--- src/rtl/secGatePkg.sv ---
package secGatePkg;

  typedef enum logic [1:0] {
    ATTR_NONSEC = 2'd0,
    ATTR_SECURE = 2'd1,
    ATTR_EXEMPT = 2'd2
  } attr_e;

  typedef enum logic [1:0] {
    ACT_FWD_NS  = 2'd0,
    ACT_FWD_SEC = 2'd1,
    ACT_BLK_RAZ = 2'd2,
    ACT_BLK_ERR = 2'd3
  } action_e;

  // Strobes from control to datapath
  typedef struct packed {
    logic capture;    // latch the upstream request this cycle
    logic fwdSecure;  // attribute for the captured request
    logic blkErr;     // captured request ends in an error block
    logic issueDn;    // present the request downstream
    logic passRsp;    // route the downstream response upstream
    logic blockRsp;   // answer locally for a blocked request
  } gateStrobe_t;

  function automatic action_e decideAction(attr_e attr, logic nonSec, logic secResp);
    action_e act;
    case (attr)
      ATTR_EXEMPT: act = nonSec ? ACT_FWD_NS : ACT_FWD_SEC;
      ATTR_SECURE: begin
        if (!nonSec)      act = ACT_FWD_SEC;
        else if (secResp) act = ACT_BLK_ERR;
        else              act = ACT_BLK_RAZ;
      end
      default:     act = ACT_FWD_NS;
    endcase
    return act;
  endfunction

endpackage

--- src/rtl/secGateAttr.sv ---
module secGateAttr
  import secGatePkg::*;
#(
  parameter int AW         = 32,
  parameter int NUM_EXEMPT = 2,
  parameter int NUM_SECURE = 2,
  parameter logic [NUM_EXEMPT*AW-1:0] EXEMPT_BASE  = '0,
  parameter logic [NUM_EXEMPT*AW-1:0] EXEMPT_LIMIT = '0,
  parameter logic [NUM_SECURE*AW-1:0] SECURE_BASE  = '0,
  parameter logic [NUM_SECURE*AW-1:0] SECURE_LIMIT = '0
) (
  input  logic [AW-1:0] addr,
  output attr_e         attr
);

  logic [NUM_EXEMPT-1:0] exemptHit;
  logic [NUM_SECURE-1:0] secureHit;

  for (genvar e = 0; e < NUM_EXEMPT; e++) begin : g_exempt
    localparam logic [AW-1:0] BASE  = EXEMPT_BASE[e*AW +: AW];
    localparam logic [AW-1:0] LIMIT = EXEMPT_LIMIT[e*AW +: AW];
    assign exemptHit[e] = (addr >= BASE) && (addr <= LIMIT);
  end

  for (genvar s = 0; s < NUM_SECURE; s++) begin : g_secure
    localparam logic [AW-1:0] BASE  = SECURE_BASE[s*AW +: AW];
    localparam logic [AW-1:0] LIMIT = SECURE_LIMIT[s*AW +: AW];
    assign secureHit[s] = (addr >= BASE) && (addr <= LIMIT);
  end

  // Exempt windows override secure ranges
  always_comb begin
    if (|exemptHit)      attr = ATTR_EXEMPT;
    else if (|secureHit) attr = ATTR_SECURE;
    else                 attr = ATTR_NONSEC;
  end

endmodule

--- src/rtl/secGateCtrl.sv ---
module secGateCtrl
  import secGatePkg::*;
(
  input  logic        clk,
  input  logic        rstN,
  input  logic        cfgNonSec,
  input  logic        cfgSecResp,
  input  logic        irqClear,
  input  logic        upReqValid,
  input  logic        dnReqReady,
  input  logic        dnRspValid,
  input  attr_e       attr,
  output logic        upReqReady,
  output gateStrobe_t strobe,
  output logic        irqOut
);

  typedef enum logic [1:0] {
    ST_IDLE  = 2'd0,
    ST_ISSUE = 2'd1,
    ST_WAIT  = 2'd2,
    ST_BLOCK = 2'd3
  } state_e;

  state_e  state, stateNext;
  action_e action;
  logic    accept;
  logic    irqStatus;

  assign action     = decideAction(attr, cfgNonSec, cfgSecResp);
  assign upReqReady = (state == ST_IDLE);
  assign accept     = upReqValid && upReqReady;

  always_comb begin
    strobe           = '0;
    strobe.capture   = accept;
    strobe.fwdSecure = (action == ACT_FWD_SEC);
    strobe.blkErr    = (action == ACT_BLK_ERR);
    strobe.issueDn   = (state == ST_ISSUE);
    strobe.passRsp   = (state == ST_WAIT);
    strobe.blockRsp  = (state == ST_BLOCK);
  end

  always_comb begin
    stateNext = state;
    case (state)
      ST_IDLE: begin
        if (accept) begin
          if (action == ACT_BLK_ERR || action == ACT_BLK_RAZ) stateNext = ST_BLOCK;
          else                                                stateNext = ST_ISSUE;
        end
      end
      ST_ISSUE: if (dnReqReady) stateNext = ST_WAIT;
      ST_WAIT:  if (dnRspValid) stateNext = ST_IDLE;
      ST_BLOCK: stateNext = ST_IDLE;
      default:  stateNext = ST_IDLE;
    endcase
  end

  always_ff @(posedge clk or negedge rstN) begin
    if (!rstN) state <= ST_IDLE;
    else       state <= stateNext;
  end

  // Sticky interrupt: clear wins, held clear suppresses new sets
  always_ff @(posedge clk or negedge rstN) begin
    if (!rstN)                                   irqStatus <= 1'b0;
    else if (irqClear)                           irqStatus <= 1'b0;
    else if (accept && action == ACT_BLK_ERR)    irqStatus <= 1'b1;
  end

  assign irqOut = irqStatus;

  AST_CLEAR_WINS: assert property (@(posedge clk) disable iff (!rstN)
    irqClear |=> !irqOut);

  AST_RAZ_KEEPS_IRQ: assert property (@(posedge clk) disable iff (!rstN)
    (accept && action == ACT_BLK_RAZ && !irqClear) |=> (irqOut == $past(irqOut)));

  AST_BLOCK_ONE_CYCLE: assert property (@(posedge clk) disable iff (!rstN)
    (state == ST_BLOCK) |=> upReqReady);

endmodule

--- src/rtl/secGateData.sv ---
module secGateData
  import secGatePkg::*;
#(
  parameter int AW = 32,
  parameter int DW = 64
) (
  input  logic          clk,
  input  logic          rstN,
  input  gateStrobe_t   strobe,
  input  logic [AW-1:0] upAddr,
  input  logic          upWrite,
  input  logic [DW-1:0] upWdata,
  input  logic [1:0]    upSize,
  output logic          upRspValid,
  output logic [DW-1:0] upRdata,
  output logic          upRspErr,
  output logic          dnReqValid,
  input  logic          dnReqReady,
  output logic [AW-1:0] dnAddr,
  output logic          dnWrite,
  output logic [DW-1:0] dnWdata,
  output logic [1:0]    dnSize,
  output logic          dnSecure,
  input  logic          dnRspValid,
  input  logic [DW-1:0] dnRdata,
  input  logic          dnRspErr
);

  logic [AW-1:0] reqAddr;
  logic          reqWrite;
  logic [DW-1:0] reqWdata;
  logic [1:0]    reqSize;
  logic          reqSecure;
  logic          reqErr;

  always_ff @(posedge clk or negedge rstN) begin
    if (!rstN) begin
      reqAddr   <= '0;
      reqWrite  <= 1'b0;
      reqWdata  <= '0;
      reqSize   <= '0;
      reqSecure <= 1'b0;
      reqErr    <= 1'b0;
    end else if (strobe.capture) begin
      reqAddr   <= upAddr;
      reqWrite  <= upWrite;
      reqWdata  <= upWdata;
      reqSize   <= upSize;
      reqSecure <= strobe.fwdSecure;
      reqErr    <= strobe.blkErr;
    end
  end

  assign dnReqValid = strobe.issueDn;
  assign dnAddr     = reqAddr;
  assign dnWrite    = reqWrite;
  assign dnWdata    = reqWdata;
  assign dnSize     = reqSize;
  assign dnSecure   = reqSecure;

  always_comb begin
    upRspValid = 1'b0;
    upRdata    = '0;
    upRspErr   = 1'b0;
    if (strobe.blockRsp) begin
      upRspValid = 1'b1;
      upRspErr   = reqErr;
    end else if (strobe.passRsp && dnRspValid) begin
      upRspValid = 1'b1;
      upRdata    = dnRdata;
      upRspErr   = dnRspErr;
    end
  end

  AST_HOLD_REQUEST: assert property (@(posedge clk) disable iff (!rstN)
    (dnReqValid && !dnReqReady) |=> (dnReqValid && $stable(dnAddr) && $stable(dnWdata)
                                     && $stable(dnSecure) && $stable(dnSize)));

  AST_NO_DN_ON_BLOCK: assert property (@(posedge clk) disable iff (!rstN)
    strobe.blockRsp |-> !dnReqValid);

endmodule

--- src/rtl/secGate.sv ---
module secGate
  import secGatePkg::*;
#(
  parameter int AW         = 32,
  parameter int DW         = 64,
  parameter int NUM_EXEMPT = 2,
  parameter int NUM_SECURE = 2,
  parameter logic [NUM_EXEMPT*AW-1:0] EXEMPT_BASE  = {32'h1000_0000, 32'h4000_0000},
  parameter logic [NUM_EXEMPT*AW-1:0] EXEMPT_LIMIT = {32'h1000_00FF, 32'h4000_FFFF},
  parameter logic [NUM_SECURE*AW-1:0] SECURE_BASE  = {32'h3000_0000, 32'h1000_0000},
  parameter logic [NUM_SECURE*AW-1:0] SECURE_LIMIT = {32'h3000_FFFF, 32'h1FFF_FFFF}
) (
  input  logic          clk,
  input  logic          rstN,
  input  logic          cfgNonSec,
  input  logic          cfgSecResp,
  input  logic          irqClear,
  output logic          irqOut,
  input  logic          upReqValid,
  output logic          upReqReady,
  input  logic [AW-1:0] upAddr,
  input  logic          upWrite,
  input  logic [DW-1:0] upWdata,
  input  logic [1:0]    upSize,
  output logic          upRspValid,
  output logic [DW-1:0] upRdata,
  output logic          upRspErr,
  output logic          dnReqValid,
  input  logic          dnReqReady,
  output logic [AW-1:0] dnAddr,
  output logic          dnWrite,
  output logic [DW-1:0] dnWdata,
  output logic [1:0]    dnSize,
  output logic          dnSecure,
  input  logic          dnRspValid,
  input  logic [DW-1:0] dnRdata,
  input  logic          dnRspErr
);

  attr_e       addrAttr;
  gateStrobe_t strobe;

  secGateAttr #(
    .AW(AW), .NUM_EXEMPT(NUM_EXEMPT), .NUM_SECURE(NUM_SECURE),
    .EXEMPT_BASE(EXEMPT_BASE), .EXEMPT_LIMIT(EXEMPT_LIMIT),
    .SECURE_BASE(SECURE_BASE), .SECURE_LIMIT(SECURE_LIMIT)
  ) u_attr (
    .addr (upAddr),
    .attr (addrAttr)
  );

  secGateCtrl u_ctrl (
    .clk        (clk),
    .rstN       (rstN),
    .cfgNonSec  (cfgNonSec),
    .cfgSecResp (cfgSecResp),
    .irqClear   (irqClear),
    .upReqValid (upReqValid),
    .dnReqReady (dnReqReady),
    .dnRspValid (dnRspValid),
    .attr       (addrAttr),
    .upReqReady (upReqReady),
    .strobe     (strobe),
    .irqOut     (irqOut)
  );

  secGateData #(.AW(AW), .DW(DW)) u_data (
    .clk        (clk),
    .rstN       (rstN),
    .strobe     (strobe),
    .upAddr     (upAddr),
    .upWrite    (upWrite),
    .upWdata    (upWdata),
    .upSize     (upSize),
    .upRspValid (upRspValid),
    .upRdata    (upRdata),
    .upRspErr   (upRspErr),
    .dnReqValid (dnReqValid),
    .dnReqReady (dnReqReady),
    .dnAddr     (dnAddr),
    .dnWrite    (dnWrite),
    .dnWdata    (dnWdata),
    .dnSize     (dnSize),
    .dnSecure   (dnSecure),
    .dnRspValid (dnRspValid),
    .dnRdata    (dnRdata),
    .dnRspErr   (dnRspErr)
  );

  AST_IRQ_WITH_ERROR: assert property (@(posedge clk) disable iff (!rstN)
    $rose(irqOut) |-> (upRspValid && upRspErr));

  AST_SINGLE_OUTSTANDING: assert property (@(posedge clk) disable iff (!rstN)
    upReqReady |-> !dnReqValid);

endmodule

--- config.mk ---
export PLATFORM = sky130hd
export DESIGN_NAME = secGate
export DESIGN_NICKNAME = d
export VERILOG_FILES = /design/src/rtl/secGatePkg.sv /design/src/rtl/secGateAttr.sv /design/src/rtl/secGateCtrl.sv /design/src/rtl/secGateData.sv /design/src/rtl/secGate.sv
export SDC_FILE = /design/constraint.sdc
export NUM_CORES = 1
export LEC_CHECK = 0
export ABC_AREA = 1
export BUFFER_PORTS_ARGS = -buffer_cell sky130_fd_sc_hd__clkbuf_2
export CAP_MARGIN = 20
export CORE_AREA = 2 2 133 135
export CTS_CLUSTER_SIZE = 10
export DETAILED_ROUTE_END_ITERATION = 12
export DIE_AREA = 0 0 135 137
export HOLD_SLACK_MARGIN = 0.12
export MAX_ROUTING_LAYER = met4
export RECOVER_POWER = 100
export SKIP_CTS_REPAIR_TIMING = 1
export SKIP_LAST_GASP = 1
export SYNTH_ARGS = -nofsm -noshare
export SYNTH_HDL_FRONTEND = slang
export SYNTH_SLANG_ARGS = --single-unit
--- constraint.sdc ---
create_clock -name clk -period 3 [get_ports clk]
set_input_delay 0.15 -clock clk [delete_from_list [all_inputs] [get_ports clk]]
set_output_delay 0.15 -clock clk [all_outputs]
set_load 0.02 [all_outputs]
Word-level counts from Yosys, hierarchy flattened
Cells that the tools add are included.
{"block": "word_totals", "reg_bits": 104, "inputBits": 172, "out_inout_bits": 169, "wordCells": 58}
{"block": "classes", "magnitude_cmp": 7, "eq_ne": 11, "mux": 19, "reduce_logical": 13}
{"op": "$mux 64", "n": 2}
{"op": "$le 32x29->1 const B", "n": 2}
{"op": "$ge 32x29->1 const B", "n": 1}
{"op": "$ge 32x30->1 const B", "n": 1}
{"op": "$ge 32x31->1 const B", "n": 1}
{"op": "$le 32x30->1 const B", "n": 1}
{"op": "$le 32x31->1 const B", "n": 1}
{"op": "$mux 2", "n": 6}
{"op": "$eq 2x2->1 const B", "n": 5}
{"op": "$mux 1", "n": 9}
{"op": "$pmux 2 s4", "n": 1}
{"op": "$logic_and 1x1->1", "n": 7}
{"op": "$eq 2x1->1 const B", "n": 3}
{"op": "$ne 2x2->1 const B", "n": 2}
{"op": "$pmux 2 s2", "n": 1}
{"op": "$reduce_or 2->1", "n": 2}
{"op": "$reduce_and 3->1", "n": 1}
{"op": "$logic_not 2->1", "n": 1}
{"op": "$ne 2x1->1 const B", "n": 1}
{"op": "$reduce_bool 2->1", "n": 1}
{"op": "$logic_or 1x1->1", "n": 1}

Logic depth before layout (Yosys ltp)
Gate-level depths: netlist of the first run.
{"block": "depth", "word_depth": 12, "depth_mapped": 10, "mapped_depth_nobuf": 10}

By module
Synthesis of the first run repeated with hierarchy kept, for this count alone.
{"block": "hier_totals", "hier_cells": 644, "area_unflattened_um2": 5143.7}
{"module": "secGateData", "n_inst": 1, "cells_each": 578, "area_each_um2": 4752.1, "seq_area_each_um2": 2527.4}
{"module": "secGateCtrl", "n_inst": 1, "cells_each": 37, "area_each_um2": 267.8, "seq_area_each_um2": 75.1}
{"module": "secGateAttr", "n_inst": 1, "cells_each": 29, "area_each_um2": 123.9, "seq_area_each_um2": 0.0}

Least setup slack after synthesis of the first run
OpenSTA, ideal clock, no wires.
{"block": "synth_timing", "path_type": "register to output", "from": "reg u_ctrl.state[0]", "to": "out upRdata[10]", "arrival_ns": 1.220, "required_ns": 2.850, "path_slack_ns": 1.630, "stages_incl_launch_ff": 6, "cell_sequence": "dfrtp_1 inv_1 nand3_1 buf_2 buf_2 nor2_1"}
{"block": "synth_between", "elab_chain_cells": 4}
{"element": "start: declaration", "line_no": "secGateCtrl.sv:25", "text": "state_e state, stateNext;"}
{"element": "start signal: assignment", "line_no": "secGateCtrl.sv:62", "text": "else state <= stateNext;"}
{"element": "$eq 2x2->1", "line_no": "secGateCtrl.sv:40", "text": "strobe.passRsp = (state == ST_WAIT);"}
{"element": "$logic_and 1x1->1", "line_no": "secGateData.sv:68", "text": "end else if (strobe.passRsp && dnRspValid) begin"}
{"element": "$mux 64", "line_no": "secGateData.sv:68"}
{"element": "$mux 64 *", "line_no": "secGateData.sv:65", "text": "if (strobe.blockRsp) begin"}
{"element": "end: declaration", "line_no": "secGate.sv:26", "text": "output logic [DW-1:0] upRdata,"}
Every way passes the cells marked *; elsewhere a longest branch is shown, timed or not.

Worst setup path in the final report of the first run
{"block": "layout_timing", "from": "reg u_ctrl.state[1]", "to": "reg u_data.reqErr"}
{"block": "layout_between", "elab_chain_cells": 2}
{"element": "$logic_not 2->1", "line_no": "secGateCtrl.sv:31", "text": "assign upReqReady = (state == ST_IDLE);"}
{"element": "$logic_and 1x1->1", "line_no": "secGateCtrl.sv:32", "text": "assign accept = upReqValid && upReqReady;"}
{"element": "end signal: assignment", "line_no": "secGateData.sv:50", "text": "reqErr <= strobe.blkErr;"}
{"element": "end: declaration", "line_no": "secGateData.sv:34", "text": "logic reqErr;"}
No other way between the ends.
A chain may end at the register's enable or synchronous reset.

==> run metrics, run 1 <==
outcome complete, but fails checks; failing checks max-capacitance violations, max-slew violations; Setup Total Neg Slack 0 ps; drt total wl 18.17 mm; crit path buf inv count 2; period utilisation layout 76.95%; Die Width 135 um; post-route cell area 7577 sq um; crit path max fanout 31; DR vias 5326; hpwl dp 12.92 mm; CTS Buf Count 9; core area 17060 sq um; Critical Path, Cell by Cell nor2_1 > nand2_4 > inv_1 > clkbuf_1 > nand2_1 > o21ai_0; final setup vio count 0; TritonRoute pass-1 iters 5; Routed Antenna Nets 0; RR Endpoint u_data.reqErr; fmax 433.2 MHz; CP Class register to register; delay of the slowest critical-path stage 960 ps; dominant synthesized flop cell dfrtp_1; pins over their slew limit 61; Yosys Warn Count 0; DP Area 6529 sq um; sequential share of the synthesized area 56.23%; critical path required time 3240 ps; global-route usage over all layers 18.07%; I/O Pins 341; Mapped Area 4628 sq um; row cnt 48; Hold WC Path Type input pin to register; worst skew pair latency 350 ps; grt ovf 0; slack of the critical path 691.4 ps; critical path arrival 2550 ps; Leakage 4.248 nW; CTS tree yes; H-Tree Depth 3; share of cells above drive strength 1 18.55%; main area contributors after synthesis dfrtp_1 (56%), nand2_1 (24%), inv_1 (6.4%), nor2_1 (6.4%), buf_2 (2.3%); worst r2r path cells 6; Port Buffer Count 340; Post-synth ARST share 100.0%; die area 18500 sq um; Avg Inst Size Synth 7.526 sq um; initial antenna violation count 0; final net count 1213; synth cell count leaders nand2_1 (298), dfrtp_1 (104), inv_1 (79), nor2_1 (79), buf_2 (21); Slew @ Worst Pin 1618 ps; Final Skew 10.33 ps; slowest stage cell, crit path clkbuf_1; Syn-to-layout area delta 63.72%; CP Capture Type register; vias per cell 4.190; initial core utilization 27.13%; vias in the first global route 4631; drt drc 0; syn_nets 787; register-to-register setup slack 690 ps; hold path depth 3; RSZ-0062 raised after global routing false; clock sinks 104; flops & latches, synth 104; top-count cell post-synth nand2_1; leading area contributor after synthesis dfrtp_1; CP delay by family, top buffers and inverters; placed cell count 1156; max cap viols 1; # diodes 0; largest net degree at the start of global routing 110; drt first-iter violations 244; CTS Root Cell clkbuf_16; Die Y 137 um; hold path endpoint u_data.dnAddr[30]; maximum VDD drop 423.3 uV; nature of the critical path startpoint register; first-pass GRT wire length 24.73 mm; CP Depth 6; Avg WL per Cell 14.30 um; Worst-path clk slew 70 ps; Tmin final 2309 ps; Distinct cells, synth 22; worst-case clock buffer depth 2; Synth top area share 56.23%; Fin Hold WS 103.7 ps; Post-Synthesis Cells 615; count of non-filler cells in the finished layout 1271; reg-to-reg startpoint u_ctrl.state[1]; Setup WS pre-CTS 1235 ps; RePlAce Congestion 0.7982; Final Hold Viols 0; min-delay src upAddr[30]; pwr dens 896.0 nW/um^2; Slew HR -7.899%; EDFF count, synth 0
-- worst register-to-register path: stages (launching register included) --
cell and delay [ps]:
dfrtp_1 430, nor2_1 280, nand2_4 60, inv_1 80, clkbuf_1 960, nand2_1 250, o21ai_0 150
-- cell type report --
cell class	count	area [sq um]
tap	225	281.5
clock inverter	5	47.55
timing repair buffer	444	2527
multi-input combinational	402	1565
inverter	80	300.3
clock buffer	11	252.7
sequential	104	2603
fill	1811	9479
-- placed cells by master (no fill, tap or decap) --
| master | synthesis | final |
|---|---|---|
| o31ai_1 | 0 | 1 |
| inv_8 | 0 | 2 |
| nand4_1 | 2 | 2 |
| a21oi_2 | 1 | 1 |
| clkinv_4 | 0 | 2 |
| dlygate4sd3_1 | 0 | 99 |
| clkbuf_4 | 0 | 1 |
| nor3_1 | 1 | 1 |
| or2_0 | 1 | 1 |
| nand3_2 | 0 | 1 |
| o32ai_1 | 1 | 1 |
| clkbuf_8 | 0 | 2 |
| clkbuf_1 | 4 | 170 |
| a21oi_1 | 2 | 2 |
| inv_1 | 79 | 80 |
| buf_4 | 2 | 2 |
| clkinvlp_4 | 0 | 1 |
| or2_1 | 1 | 1 |
| dfrtp_1 | 104 | 104 |
| nand2_1 | 298 | 298 |
| o21ai_0 | 9 | 10 |
| nand2_4 | 0 | 1 |
| clkbuf_16 | 0 | 9 |
| clkbuf_2 | 0 | 171 |
| nand3_1 | 3 | 2 |
| nor2_1 | 79 | 80 |
| buf_12 | 0 | 1 |
-- sequential cells by signal, indices dropped and copies added, names as in the netlist --
name	cells
u_data.dnAddr	32
u_ctrl.state	2
u_data.dnWrite	1
u_data.dnSize	2
u_ctrl.irqOut	1
u_data.dnSecure	1
u_data.reqErr	1
u_data.dnWdata	64
-- metal layers --
layer	vias to the layer above	GRT usage, %	routed length [um]
met5	-	-	0
met4	0	6.713	354
met3	26	5.926	1506
met2	247	30.68	9607
met1	2425	19.85	6704
li1	2628	-	-
-- how the worst max path moves through the flow --
stage                    startpoint         endpoint  slack (ps)
floorplan           u_ctrl.state[0]      upRdata[10]        1630
global placement    u_ctrl.state[0]  u_ctrl.state[1]        1270
detailed placement  u_ctrl.state[0]  u_ctrl.state[1]        1240
CTS                 u_ctrl.state[0]       upRspValid         890
global route        u_ctrl.state[1]    u_data.reqErr         420
finish              u_ctrl.state[1]    u_data.reqErr         690
-- metrics by stage --
step / total power [mW] / utilization, %
2_1_floorplan: 4.469 / -
4_1_cts: 6.995 / 40.04
6_report: 6.789 / 44.42
3_5_place_dp: 5.761 / 38.28
5_1_grt: 7.306 / 44.42
3_3_place_gp: 5.718 / 38.28
-- cells by family (layout without fill, tap and decap cells) --
logic type	count (synthesis)	count (layout)	share of synthesized area, %
AO/OA/AOI/OAI	15	15	1.946
AND/OR/NAND/NOR	387	387	31.93
buffers and inverters	109	540	9.894
flip-flops	104	104	56.23
-- power breakdown --
part | internal (mW) | total, mW | leakage [nW] | switching [mW]
clock network | 0.624 | 1.18 | 0.146 | 0.554
logic | 0.879 | 3.20 | 2.81 | 2.32
registers | 2.05 | 2.42 | 1.30 | 0.364
Note: power is estimated with default switching activity, not from simulation.
==> run 2, diff against run 1 <==
Clock period 3 ns to 2.1 ns, I/O delays scaled along.
==> run metrics, run 2 (synthesis gave the netlist of run 1 again) <==
Die Width 135 um (unchanged); grt ovf 0 (unchanged); drt total wl 18.42 mm (+1.4%); Largest register FFs 64 (unchanged); Setup Total Neg Slack 0 ps (unchanged); TritonRoute pass-1 iters 4 (-1); period utilisation layout 90.36%; metal3 WL 1.187 mm (-21%); Setup WS pre-CTS 539.6 ps (-695.5 ps); outcome complete, but fails checks; wl on met1 7.291 mm (+8.8%); register-to-register setup slack 250 ps (-440 ps); clock power share 17.1% (-0.2 points); nature of the critical path startpoint register; Tmin final 1898 ps; clock sinks 104 (unchanged); I/O Pins 341 (unchanged); RSZ-0062 raised after global routing false; min-delay src upAddr[29]; worst skew pair latency 350 ps (about the same); commonest non-fill, non-tap cell in the layout nand2_1; final net count 1218 (+0.41%); CP Capture Type output pin; critical path arrival 1790 ps (-760 ps); worst-case clock buffer depth 2 (unchanged); Final Skew 13.23 ps (+2.903 ps); Avg WL per Cell 14.43 um (+0.96%); Int Power 5.079 mW (+43%); Die Y 137 um (unchanged); Worst-path clk slew 60 ps (about the same); Multi-input gate area 1565 sq um (unchanged); pwr dens 1269 nW/um^2 (+42%); hpwl dp 13.27 mm (+2.7%); vias in the first global route 4715 (+1.8%); Syn-to-layout area delta 64.75%; Slew @ Worst Pin 1509 ps (-109.2 ps); CTS Buf Count 9 (unchanged); Psw 4.597 mW (+42%); uppermost layer routed met4; # diodes 0 (unchanged); Port Buffer Count 340 (unchanged); combinational share of power 47.3% (+0.2 points); largest net degree at the start of global routing 110 (unchanged); RePlAce Congestion 0.8022 (+0.50%); CTS Root Cell clkbuf_16; metal2 WL 9.347 mm (-2.7%); Leakage 4.291 nW (+1.0%); max cap viols 1 (unchanged); H-Tree Depth 3 (unchanged); Hold WC Path Type input pin to register; failing checks max-capacitance violations, max-slew violations; slack of the critical path 202.4 ps (-489.0 ps); DR vias 5281 (-0.84%); final setup vio count 0 (unchanged); initial core utilization 27.13% (unchanged); row cnt 48 (unchanged); share of cells above drive strength 1 19.41% (+0.86 points); sw frac 47.51% (-0.13 points); fmax 527.0 MHz; core area 17060 sq um (unchanged); reg-to-reg startpoint u_ctrl.state[1]; Slew HR -0.6210% (+7.3 points); pins over their slew limit 25 (-59%); die area 18500 sq um (unchanged); drt first-iter violations 169 (-31%); global-route usage over all layers 18.35% (+0.28 points); post-layout util 44.70% (+0.28 points); crit path max fanout 64 (+110%); Seq pwr share 35.6% (about the same); critical path required time 2000 ps (-1240 ps); vias per cell 4.139 (-1.2%); CP Class register to output pin; CTS tree yes; Routed Antenna Nets 0 (unchanged); maximum VDD drop 620.2 uV (+46%); drt drc 0 (unchanged); most frequent cells in the layout nand2_1 (298), clkbuf_2 (177), clkbuf_1 (163); initial antenna violation count 0 (unchanged); Final Hold Viols 0 (unchanged); launch point of the critical path u_ctrl.state[1]; fillers 1802 (-0.50%); first-pass GRT wire length 25.05 mm (+1.3%); register area 2603 sq um (unchanged)
run 2: cell count changes in the layout (fill, tap and decap cells not counted), sizes merged:
cell,change
buf,+4
dlygate4sd3,+3
clkbuf,-2
run 2: final timing paths:
| kind | end | depth (start not counted) |
|---|---|---|
| worst max-delay path | upRdata[35] | 4 |
| worst min-delay path | u_data.dnAddr[29] | 3 |
| worst max register to register | u_data.dnWdata[20] | 5 |
| worst min register to register | u_data.dnWdata[44] | 2 |
| max in group asynchronous | u_data.dnAddr[12] | 3 |
| min in group asynchronous | u_data.dnAddr[5] | 2 |
run 2: critical path: stages (launching register included):
cell	delay, ps
dfrtp_1	420
nand3_1	130
buf_4	540
nor2_1	130
clkbuf_2	200
run 2: through the flow:
stage / total power [mW] / area (sq um) / hold slack (ps) / std cells
after floorplan: 6.384 / 4628 / -190.6 / 615
after global placement: 8.174 / 6544 / 48.51 / 1158
after detailed placement: 8.235 / 6544 / 48.06 / 1158
after CTS: 9.956 / 6835 / -335.5 / 1174
after global routing: 10.42 / 7625 / 126.9 / 1276
final: 9.676 / 7625 / 97.02 / 1276
run 2: cell type report:
class | count | share of cell area [%]
clock inverter | 5 | 0.5087
inverter | 80 | 3.938
sequential | 104 | 34.13
tap | 225 | 3.692
timing repair buffer | 449 | 33.89
multi-input combinational | 402 | 20.53
clock buffer | 11 | 3.315
run 2: power groups by stage:
stage / Clock [mW] / Sequential, mW / Combinational [mW]
after global placement: 0 / 3.46 / 4.72
after detailed placement: 0 / 3.45 / 4.79
after CTS: 1.73 / 3.45 / 4.78
after floorplan: 0 / 4.56 / 1.83
final: 1.65 / 3.45 / 4.58
after global routing: 1.80 / 3.57 / 5.05
run 2: layer usage:
layer | up-vias | GRT usage (%)
met5 | - | -
met4 | 0 | 7.350
met3 | 31 | 4.444
met2 | 227 | 30.65
met1 | 2385 | 21.34
li1 | 2638 | -
